## src/rtl/flash_guard_pkg.sv

```systemverilog
`timescale 1ns/1ps
package flash_guard_pkg;

    typedef enum logic [2:0] {
        OP_STAT_RD    = 3'd0,
        OP_WR_EN      = 3'd1,
        OP_WR_DIS     = 3'd2,
        OP_STAT_WR    = 3'd3,
        OP_PAGE_PROG  = 3'd4,
        OP_BLK_ERASE  = 3'd5,
        OP_CHIP_ERASE = 3'd6,
        OP_UNUSED     = 3'd7
    } fg_op_e;

    localparam int unsigned STAT_W   = 8;
    localparam int unsigned BIT_BUSY = 0;
    localparam int unsigned BIT_WEL  = 1;
    localparam int unsigned BIT_BP0  = 2;
    localparam int unsigned BIT_BP1  = 3;
    localparam int unsigned BIT_WDIS = 7;

endpackage

```

## src/rtl/fg_region_check.sv

```systemverilog
`timescale 1ns/1ps
module fg_region_check #(
    parameter int unsigned ADDR_W = 17
) (
    input  logic [1:0]        bp,
    input  logic [ADDR_W-1:0] addr,
    output logic              hit
);
    localparam int unsigned TOP = ADDR_W - 1;

    always_comb begin
        unique case (bp)
            2'b00:   hit = 1'b0;
            2'b01:   hit = addr[TOP] & addr[TOP-1];
            2'b10:   hit = addr[TOP];
            default: hit = 1'b1;
        endcase
    end
endmodule

```

## src/rtl/fg_busy_timer.sv

```systemverilog
`timescale 1ns/1ps
module fg_busy_timer
    import flash_guard_pkg::*;
#(
    parameter int unsigned T_STAT_WR    = 8,
    parameter int unsigned T_PROG       = 16,
    parameter int unsigned T_BLK_ERASE  = 32,
    parameter int unsigned T_CHIP_ERASE = 64
) (
    input  logic   clk,
    input  logic   rst_n,
    input  logic   start,
    input  fg_op_e op,
    output logic   busy,
    output logic   done
);
    localparam int unsigned MAX_AB = (T_STAT_WR > T_PROG) ? T_STAT_WR : T_PROG;
    localparam int unsigned MAX_CD = (T_BLK_ERASE > T_CHIP_ERASE) ? T_BLK_ERASE : T_CHIP_ERASE;
    localparam int unsigned MAX_T  = (MAX_AB > MAX_CD) ? MAX_AB : MAX_CD;
    localparam int unsigned CNT_W  = (MAX_T > 1) ? $clog2(MAX_T) : 1;

    typedef struct packed {
        logic             busy;
        logic [CNT_W-1:0] cnt;
    } tmr_t;

    tmr_t tmr_d, tmr_q;

    function automatic logic [CNT_W-1:0] load_for(input fg_op_e o);
        case (o)
            OP_STAT_WR:   return CNT_W'(T_STAT_WR - 1);
            OP_PAGE_PROG: return CNT_W'(T_PROG - 1);
            OP_BLK_ERASE: return CNT_W'(T_BLK_ERASE - 1);
            default:      return CNT_W'(T_CHIP_ERASE - 1);
        endcase
    endfunction

    always_comb begin
        tmr_d = tmr_q;
        if (tmr_q.busy) begin
            if (tmr_q.cnt == '0) tmr_d.busy = 1'b0;
            else                 tmr_d.cnt  = tmr_q.cnt - 1'b1;
        end else if (start) begin
            tmr_d.busy = 1'b1;
            tmr_d.cnt  = load_for(op);
        end
    end

    always_ff @(posedge clk or negedge rst_n) begin
        if (!rst_n) tmr_q <= '0;
        else        tmr_q <= tmr_d;
    end

    assign busy = tmr_q.busy;
    assign done = tmr_q.busy && (tmr_q.cnt == '0);

    p_busy_hold_r4: assert property (@(posedge clk) disable iff (!rst_n)
        (tmr_q.busy && tmr_q.cnt != '0) |=> tmr_q.busy);
    p_done_ends_r4: assert property (@(posedge clk) disable iff (!rst_n)
        done |=> !busy);
    p_start_idle_r5: assert property (@(posedge clk) disable iff (!rst_n)
        start |-> !busy);
endmodule

```

## src/rtl/fg_status_regs.sv

```systemverilog
`timescale 1ns/1ps
module fg_status_regs (
    input  logic       clk,
    input  logic       vol_rst_n,
    input  logic       por_n,
    input  logic       wel_set,
    input  logic       wel_clr,
    input  logic       nv_we,
    input  logic [7:0] nv_data,
    output logic       wel,
    output logic       wdis,
    output logic [1:0] bp
);
    typedef struct packed {
        logic       wdis;
        logic [1:0] bp;
    } nv_t;

    logic wel_d, wel_q;
    nv_t  nv_d, nv_q;

    always_comb begin
        wel_d = wel_q;
        if (wel_set)      wel_d = 1'b1;
        else if (wel_clr) wel_d = 1'b0;
        nv_d = nv_q;
        if (nv_we) begin
            nv_d.wdis = nv_data[7];
            nv_d.bp   = nv_data[3:2];
        end
    end

    always_ff @(posedge clk or negedge vol_rst_n) begin
        if (!vol_rst_n) wel_q <= 1'b0;
        else            wel_q <= wel_d;
    end

    always_ff @(posedge clk or negedge por_n) begin
        if (!por_n) nv_q <= '0;
        else        nv_q <= nv_d;
    end

    assign wel  = wel_q;
    assign wdis = nv_q.wdis;
    assign bp   = nv_q.bp;

    p_wel_set_r2: assert property (@(posedge clk) disable iff (!vol_rst_n)
        wel_set |=> wel);
    p_wel_clr_r2: assert property (@(posedge clk) disable iff (!vol_rst_n)
        (wel_clr && !wel_set) |=> !wel);
    p_nv_hold_r9: assert property (@(posedge clk) disable iff (!por_n)
        !nv_we |=> $stable({wdis, bp}));
endmodule

```

## src/rtl/flash_guard.sv

```systemverilog
`timescale 1ns/1ps
module flash_guard
    import flash_guard_pkg::*;
#(
    parameter int unsigned ADDR_W       = 17,
    parameter int unsigned T_STAT_WR    = 8,
    parameter int unsigned T_PROG       = 16,
    parameter int unsigned T_BLK_ERASE  = 32,
    parameter int unsigned T_CHIP_ERASE = 64
) (
    input  logic              clk,
    input  logic              por_n,
    input  logic              rst_n,
    input  logic              cmd_valid,
    input  logic [2:0]        cmd_op,
    input  logic [ADDR_W-1:0] cmd_addr,
    input  logic [7:0]        cmd_data,
    input  logic              wp_n,
    output logic [7:0]        status,
    output logic              cmd_accept,
    output logic              cmd_reject
);
    typedef struct packed {
        logic acc;
        logic rej;
    } flag_t;

    fg_op_e     op;
    logic       vol_rst_n;
    logic       busy, done, hit, hw_lock;
    logic       wel, wdis;
    logic [1:0] bp;
    logic       start, wel_set, dec_wel_clr, nv_we;
    flag_t      flag_d, flag_q;

    assign op        = fg_op_e'(cmd_op);
    assign vol_rst_n = rst_n & por_n;
    assign hw_lock   = wdis & ~wp_n;

    fg_region_check #(.ADDR_W(ADDR_W)) u_region (
        .bp   (bp),
        .addr (cmd_addr),
        .hit  (hit)
    );

    fg_busy_timer #(
        .T_STAT_WR    (T_STAT_WR),
        .T_PROG       (T_PROG),
        .T_BLK_ERASE  (T_BLK_ERASE),
        .T_CHIP_ERASE (T_CHIP_ERASE)
    ) u_timer (
        .clk   (clk),
        .rst_n (vol_rst_n),
        .start (start),
        .op    (op),
        .busy  (busy),
        .done  (done)
    );

    fg_status_regs u_regs (
        .clk       (clk),
        .vol_rst_n (vol_rst_n),
        .por_n     (por_n),
        .wel_set   (wel_set),
        .wel_clr   (dec_wel_clr | done),
        .nv_we     (nv_we),
        .nv_data   (cmd_data),
        .wel       (wel),
        .wdis      (wdis),
        .bp        (bp)
    );

    // Decision: every next value computed here, registered below.
    always_comb begin
        flag_d      = '0;
        start       = 1'b0;
        wel_set     = 1'b0;
        dec_wel_clr = 1'b0;
        nv_we       = 1'b0;
        if (cmd_valid) begin
            if (busy) begin
                flag_d.acc = (op == OP_STAT_RD);
            end else begin
                unique case (op)
                    OP_STAT_RD: flag_d.acc = 1'b1;
                    OP_WR_EN: begin
                        flag_d.acc = 1'b1;
                        wel_set    = 1'b1;
                    end
                    OP_WR_DIS: begin
                        flag_d.acc  = 1'b1;
                        dec_wel_clr = 1'b1;
                    end
                    OP_STAT_WR: begin
                        if (wel && !hw_lock) begin
                            flag_d.acc = 1'b1;
                            start      = 1'b1;
                            nv_we      = 1'b1;
                        end else begin
                            flag_d.rej  = 1'b1;
                            dec_wel_clr = 1'b1;
                        end
                    end
                    OP_PAGE_PROG, OP_BLK_ERASE: begin
                        if (wel && !hit) begin
                            flag_d.acc = 1'b1;
                            start      = 1'b1;
                        end else begin
                            flag_d.rej  = 1'b1;
                            dec_wel_clr = 1'b1;
                        end
                    end
                    OP_CHIP_ERASE: begin
                        if (wel && bp == 2'b00) begin
                            flag_d.acc = 1'b1;
                            start      = 1'b1;
                        end else begin
                            flag_d.rej  = 1'b1;
                            dec_wel_clr = 1'b1;
                        end
                    end
                    default: flag_d.rej = 1'b1;
                endcase
            end
        end
    end

    always_ff @(posedge clk or negedge vol_rst_n) begin
        if (!vol_rst_n) flag_q <= '0;
        else            flag_q <= flag_d;
    end

    assign cmd_accept = flag_q.acc;
    assign cmd_reject = flag_q.rej;

    always_comb begin
        status           = '0;
        status[BIT_BUSY] = busy;
        status[BIT_WEL]  = wel;
        status[BIT_BP0]  = bp[0];
        status[BIT_BP1]  = bp[1];
        status[BIT_WDIS] = wdis;
    end

    p_wel_gate_r3: assert property (@(posedge clk) disable iff (!vol_rst_n)
        (cmd_valid && !busy && !wel && (op == OP_STAT_WR || op == OP_PAGE_PROG ||
         op == OP_BLK_ERASE || op == OP_CHIP_ERASE)) |=> (cmd_reject && !status[BIT_BUSY]));
    p_busy_ignore_r5: assert property (@(posedge clk) disable iff (!vol_rst_n)
        (cmd_valid && busy && op != OP_STAT_RD) |=> (!cmd_accept && !cmd_reject));
    p_prot_reject_r6: assert property (@(posedge clk) disable iff (!vol_rst_n)
        (cmd_valid && !busy && hit && (op == OP_PAGE_PROG || op == OP_BLK_ERASE))
        |=> (cmd_reject && !status[BIT_WEL]));
    p_ce_clear_r7: assert property (@(posedge clk) disable iff (!vol_rst_n)
        (cmd_valid && !busy && op == OP_CHIP_ERASE && bp != 2'b00) |=> cmd_reject);
    p_hw_freeze_r8: assert property (@(posedge clk) disable iff (!por_n)
        (wdis && !wp_n) |=> $stable({status[BIT_WDIS], status[BIT_BP1:BIT_BP0]}));
    p_flags_excl_r10: assert property (@(posedge clk) disable iff (!vol_rst_n)
        !(cmd_accept && cmd_reject));
    p_flag_pulse_r10: assert property (@(posedge clk) disable iff (!vol_rst_n)
        !cmd_valid |=> (!cmd_accept && !cmd_reject));
    p_zero_bits_r1: assert property (@(posedge clk) disable iff (!por_n)
        status[6:4] == 3'b000);
endmodule

```

## config.mk

```make
export PLATFORM = sky130hd
export DESIGN_NAME = flash_guard
export DESIGN_NICKNAME = d
export VERILOG_FILES = /design/src/rtl/flash_guard_pkg.sv /design/src/rtl/fg_region_check.sv /design/src/rtl/fg_busy_timer.sv /design/src/rtl/fg_status_regs.sv /design/src/rtl/flash_guard.sv
export SDC_FILE = /design/constraint.sdc
export NUM_CORES = 1
export LEC_CHECK = 0
export CORE_UTILIZATION = 41
export DETAILED_ROUTE_END_ITERATION = 7
export PLACE_DENSITY = 0.89
export SETUP_SLACK_MARGIN = 0.02
export SLEW_MARGIN = 20
export SYNTH_ARGS = -nofsm -noshare
export SYNTH_HDL_FRONTEND = slang
export SYNTH_SLANG_ARGS = --single-unit
```

## constraint.sdc

```tcl
create_clock -name clk -period 2.15 [get_ports clk]
set_clock_uncertainty 0.2 [all_clocks]
set_input_delay 0.43 -clock clk [delete_from_list [all_inputs] [get_ports clk]]
set_output_delay 0.43 -clock clk [all_outputs]
set_load 0.05 [all_outputs]
```

# After elaboration in Yosys (flattened, before gate mapping)
# Index checks and enable logic that the tools add are counted.
# totals
ff_bits,13
in_bits,33
out_inout_bits,10
word_cells,67
# op_classes
add_sub_neg,1
n_eq_ne,9
mux,31
bitwise,5
n_reduce_logical,14
# ops
cell,n
1-bit 2-to-1 mux,21
6-bit one-hot mux with 3 select lines,1
7-bit 2-to-1 mux,2
1-bit one-hot mux with 4 select lines,3
"3-bit equality test, second input constant",3
"3-bit by 2-bit equality test with 1-bit output, second input constant",2
6-bit zero test,1
6-bit 2-to-1 mux,1
1-bit one-hot mux with 3 select lines,2
"6-bit by 1-bit subtractor with 6-bit output, second input constant",1
1-bit logical AND,4
2-bit nonzero test,2
1-bit AND,3
"3-bit by 1-bit equality test with 1-bit output, second input constant",1
3-bit zero test,1
3-bit OR reduction,1
"2-bit by 1-bit equality test with 1-bit output, second input constant",1
"2-bit equality test, second input constant",1
1-bit zero test,2
2-bit zero test,1
2-bit 2-to-1 mux,1
"2-bit != test, second input constant",1
2-bit AND reduction,1
2-bit OR reduction,1
other kinds (2),2

# Depth between registers and ports, before layout
# Gate-level depths: netlist of the first run.
# depth
depth_word,11
ltp_mapped,7
mapped_depth_nobuf,7

# Modules after synthesis
# A second synthesis of the first run with hierarchy kept.
# hier_totals
cells_unflattened,94
hier_area_um2,874.6
# modules_own_cells
mod,instances,cells_per_inst,area_per_inst_um2,seq_area_each_um2
fg_busy_timer,1,45,417.9,175.2
flash_guard,1,37,297.8,50.0
fg_status_regs,1,9,145.1,100.1
fg_region_check,1,3,13.8,0.0

# Worst setup path before layout of the first run
# Ideal clock, no wire load.
# synth_path
kind,register to register
from,reg u_regs.nv_q (netlist bit u_regs.bp[0])
to,reg u_timer.tmr_q[4] (netlist name)
setup_time_ps,125
t_arrival_ps,1826
required_ps,1825
setup_slack_ps,-1
path_stages_with_launch,6
n_path_buf,0
synth_period_minus_slack_ps,2151
cell_sequence,dfrtp_1 > o21a_2 > a311oi_2 > o311ai_4 > nand2_4 > mux2_4
# synth_between
elab_chain_cells,10
word_cells_on_any_way,14
classes_between,eq/ne (2); mux (6); reduce/logical (6)
# synth_lines
element,line_no,source
start: declaration,fg_status_regs.sv:20,"nv_t nv_d, nv_q;"
start signal: assignment,fg_status_regs.sv:40,else nv_q <= nv_d;
"2-bit equality test, or another cell as far along",fg_region_check.sv:12,unique case (bp)
1-bit one-hot mux with 3 select lines,fg_region_check.sv:12,
1-bit zero test,flash_guard.sv:105,if (wel && !hit) begin
1-bit logical AND,flash_guard.sv:105,
1-bit 2-to-1 mux,flash_guard.sv:105,
1-bit one-hot mux with 3 select lines *,flash_guard.sv:84,unique case (op)
1-bit 2-to-1 mux *,flash_guard.sv:81,if (busy) begin
1-bit 2-to-1 mux *,flash_guard.sv:80,if (cmd_valid) begin
2-bit nonzero test (no line) *,n/a,
2-bit AND reduction (no line) *,n/a,
end signal: assignment,fg_busy_timer.sv:51,else tmr_q <= tmr_d;
end: declaration,fg_busy_timer.sv:27,"tmr_t tmr_d, tmr_q;"
# Every way passes the cells marked *; elsewhere a longest branch is shown, timed or not.
# A chain may end at the register's enable or synchronous reset.

# Worst setup path after layout of the first run
# layout_path
from,in cmd_op[1]
to,reg u_timer.tmr_q[4] (netlist name)
# layout_between
elab_chain_cells,7
word_cells_on_any_way,13
classes_between,eq/ne (4); mux (6); reduce/logical (3)
# layout_lines
element,line_no,source
start: declaration,flash_guard.sv:15,"input logic [2:0] cmd_op,"
3-bit equality test,"fg_busy_timer.sv:30, flash_guard.sv:84",
2-bit OR reduction,flash_guard.sv:84,
1-bit one-hot mux with 3 select lines,flash_guard.sv:84,
1-bit 2-to-1 mux,flash_guard.sv:81,
1-bit 2-to-1 mux,flash_guard.sv:80,
2-bit nonzero test (no line),n/a,
2-bit AND reduction (no line),n/a,
# Parallel ways exist; a longest one is shown, timed or not. The select of a mux whose other input is x is not followed.

==> results of run 1 <==
worst max-delay path: stages:
cell and delay (ps):
clkdlybuf4s50_1 460, nand2b_1 200, a311oi_2 370, o311ai_4 170, nand2_4 100, mux2_4 290
cell usage in the layout (no fill, tap or decap), drive strengths merged, types with 2 or more instances in the layout:
cell type      instances
o211ai                 3
nand2                  7
mux2                   4
inv                    5
clkbuf                 3
a21oi                  2
nand2b                 4
o21a                   3
a31oi                  2
conb                   3
and2                   2
dfrtp                 13
xnor2                  2
o21ai                  6
o22ai                  2
nor2b                  2
and4b                  2
clkdlybuf4s50         14
a32oi                  2
nor3                   3
buf                   19
nor2                   4
cells by family after synthesis:
group	share of synthesized area, %
and+or+nand+nor	20.9
AOI/OAI and AO/OA	24.4
buffers and inverters	9.32
DFF	34.6
muxes	6.26
xor gates and xnor gates	2.80
adders and majority gates	1.33
other	0.399
worst max path at each step:
| stage | slack [ps] | endpoint | depth (start not counted) |
|---|---|---|---|
| after floorplan | 60 | u_timer.tmr_q[4]$_DFFE_PN0P_ | 5 |
| after global placement | -190 | u_timer.tmr_q[4]$_DFFE_PN0P_ | 6 |
| after detailed placement | -200 | u_timer.tmr_q[4]$_DFFE_PN0P_ | 6 |
| after CTS | 80 | u_timer.tmr_q[4]$_DFFE_PN0P_ | 6 |
| after global routing | 40 | u_timer.tmr_q[4]$_DFFE_PN0P_ | 6 |
| final | 100 | u_timer.tmr_q[4]$_DFFE_PN0P_ | 6 |
sequential cells by signal, indices dropped and copies added (netlist names):
signal / flops
cmd_reject: 1
cmd_accept: 1
u_timer.tmr_q: 6
u_regs.wdis: 1
u_regs.bp: 2
u_timer.busy: 1
u_regs.wel: 1
metal layers:
metal	global-route usage, %	vias to the layer above	wire length [um]
li1	-	399	-
met1	22.2	404	858
met3	4.63	0	107
met4	2.86	0	0
met2	29.1	28	943
met5	0	-	0
Yosys cell counts (2+ instances only):
cell	count
buf_2	4
nor2_1	4
o211ai_1	3
a31oi_1	2
nor2b_1	2
a32oi_1	2
buf_4	6
xnor2_1	2
and2_1	2
inv_1	5
nor3_1	3
a21oi_1	2
o21ai_0	6
mux2_2	3
nand2_1	6
nand2b_1	4
o22ai_1	2
o21a_1	2
and4b_1	2
dfrtp_1	13
cell type report:
| type | count | area, sq um |
|---|---|---|
| fill | 189 | 838 |
| inverter | 5 | 18.8 |
| sequential | 13 | 327 |
| clock buffer | 3 | 22.5 |
| clock inverter | 1 | 5.00 |
| multi-input combinational | 70 | 534 |
| tap | 27 | 33.8 |
| timing repair buffer | 33 | 283 |
power groups by stage:
stage	Combinational, W	Sequential [W]	Clock (W)
6_report	0.000852	0.000463	0.000156
5_1_grt	0.000936	0.000477	0.000170
4_1_cts	0.000858	0.000465	0.000161
3_5_place_dp	0.000853	0.000470	0
3_3_place_gp	0.000834	0.000461	0
2_1_floorplan	0.000596	0.000517	0
per-stage QoR:
stage | hold slack, ps | TNS [ps] | total power [W] | util, %
CTS | 124 | 0 | 0.00148 | 59.3
detailed placement | 321 | -832 | 0.00132 | 58.0
floorplan | -65.6 | 0 | 0.00111 | -
global placement | 301 | -726 | 0.00130 | 58.0
global route | 132 | 0 | 0.00158 | 59.3
finish | 125 | 0 | 0.00147 | 59.3
==> reports/qor.txt, run 1 <==
status - completed
Pre-antenna DRT Iters - 4
Period Utilization, post-route - 95.5%
GRT Total Usage - 17.3%
number of synthesized flops with an enable pin - 0
register area share after synthesis - 34.6%
H-tree depth - 1
Post-CTS Setup Repair Bufs - 0
IO Pins - 43
Synth cell types - 42
mapped cell area - 940 sq um
DRC violations left - 0
clk root buf - clkbuf_4
number of DRC markers in iteration 0 - 13
Placeable Area - 0.00206 sq mm
drt via density - 5.47
GP Congestion - 0.883
Inst Count DP - 148
Clock power frac - 10.6%
via count - 831
Worst Path Max Fanout - 4
Net Sw Frac - 46.9%
maximum clock rate - 487 MHz
Post-synth ARST share - 100%
reg2reg setup slack - 180 ps
dpl hpwl - 1530 um
final critical-path required period - 2050 ps
final hold violation count - 0
clock sinks - 13
CTS Buffer Depth - 2
Post-Route WL - 1910 um
CTS Buf Count - 3
first-pass GRT wire length - 3280 um
drt wl/cell - 12.6 um
max-slew violations - 0
worst r2r dst - u_regs.wel$_DFFE_PN0P_
post_cts resized - 0
Post-DP Area - 0.00120 sq mm
Post-Syn Instances - 97
dpl ws - -205 ps
Worst EP required - 2120 ps
area leader, netlist - dfrtp_1
top cells by area, synth - dfrtp_1 (35%), buf_4 (4.8%), mux2_2 (3.6%), o21ai_0 (3.2%), o41ai_4 (2.9%)
Leak - 0.540 nW
area share of the largest cell type after synthesis - 34.6%
Worst VDD drop - 687 uV
DRT antenna net count - 0
Remaining Overflow, GRT - 0
fin area - 0.00122 sq mm
FF+latch count, synth - 13
Ys Warns - 0
Post-synth top flop - dfrtp_1
IO Port Bufs - 19
Avg Inst Size Synth - 9.69 sq um
combinational share of power - 57.9%
unrepaired setup endpoints after global routing - no
layout cell share with drive strength beyond 1 - 27.2%
arrival time at the worst endpoint - 2020 ps
final setup vio count - 0
Die Y - 49.9 um
critical path type - in -> reg
Clock transition at path regs - 90 ps
initial antenna violation count - 0
CTS tree - built
Tightest Hold Check Type - in -> async
die area - 0.00249 sq mm
fin nets - 160
cts hold-fix bufs - 0
Rows - 16
switching power - 0.000691 W
starting density of the core - 45.6%
P per Cell Area - 1200 mW/mm^2
share of total power in sequential cells - 31.5%
CP Launch Point - cmd_op[1]
antenna diode count - 0
area grow syn2layout - 30.2%
vias in the first global route - 758
Max Cap Viol - 0
RR Startpoint - u_timer.tmr_q[0]$_DFFE_PN0P_
Cell Int Power - 0.000781 W
CP endpoint kind - flop
largest net degree at the start of global routing - 11
reg2reg path depth - 7
Final WS setup - 97.3 ps
non-filler instance count after layout - 152
Worst-Skew Late Latency - 280 ps
die width - 49.9 um
Startpoint Class - input port
Power figures use the tool's default switching activity.
==> inputs of run 2 (changes only) <==
HOLD_SLACK_MARGIN = 0.12   (was unset)
==> results of run 2 <==
No change in the layout: final DEF, timing and power equal those of run 1.
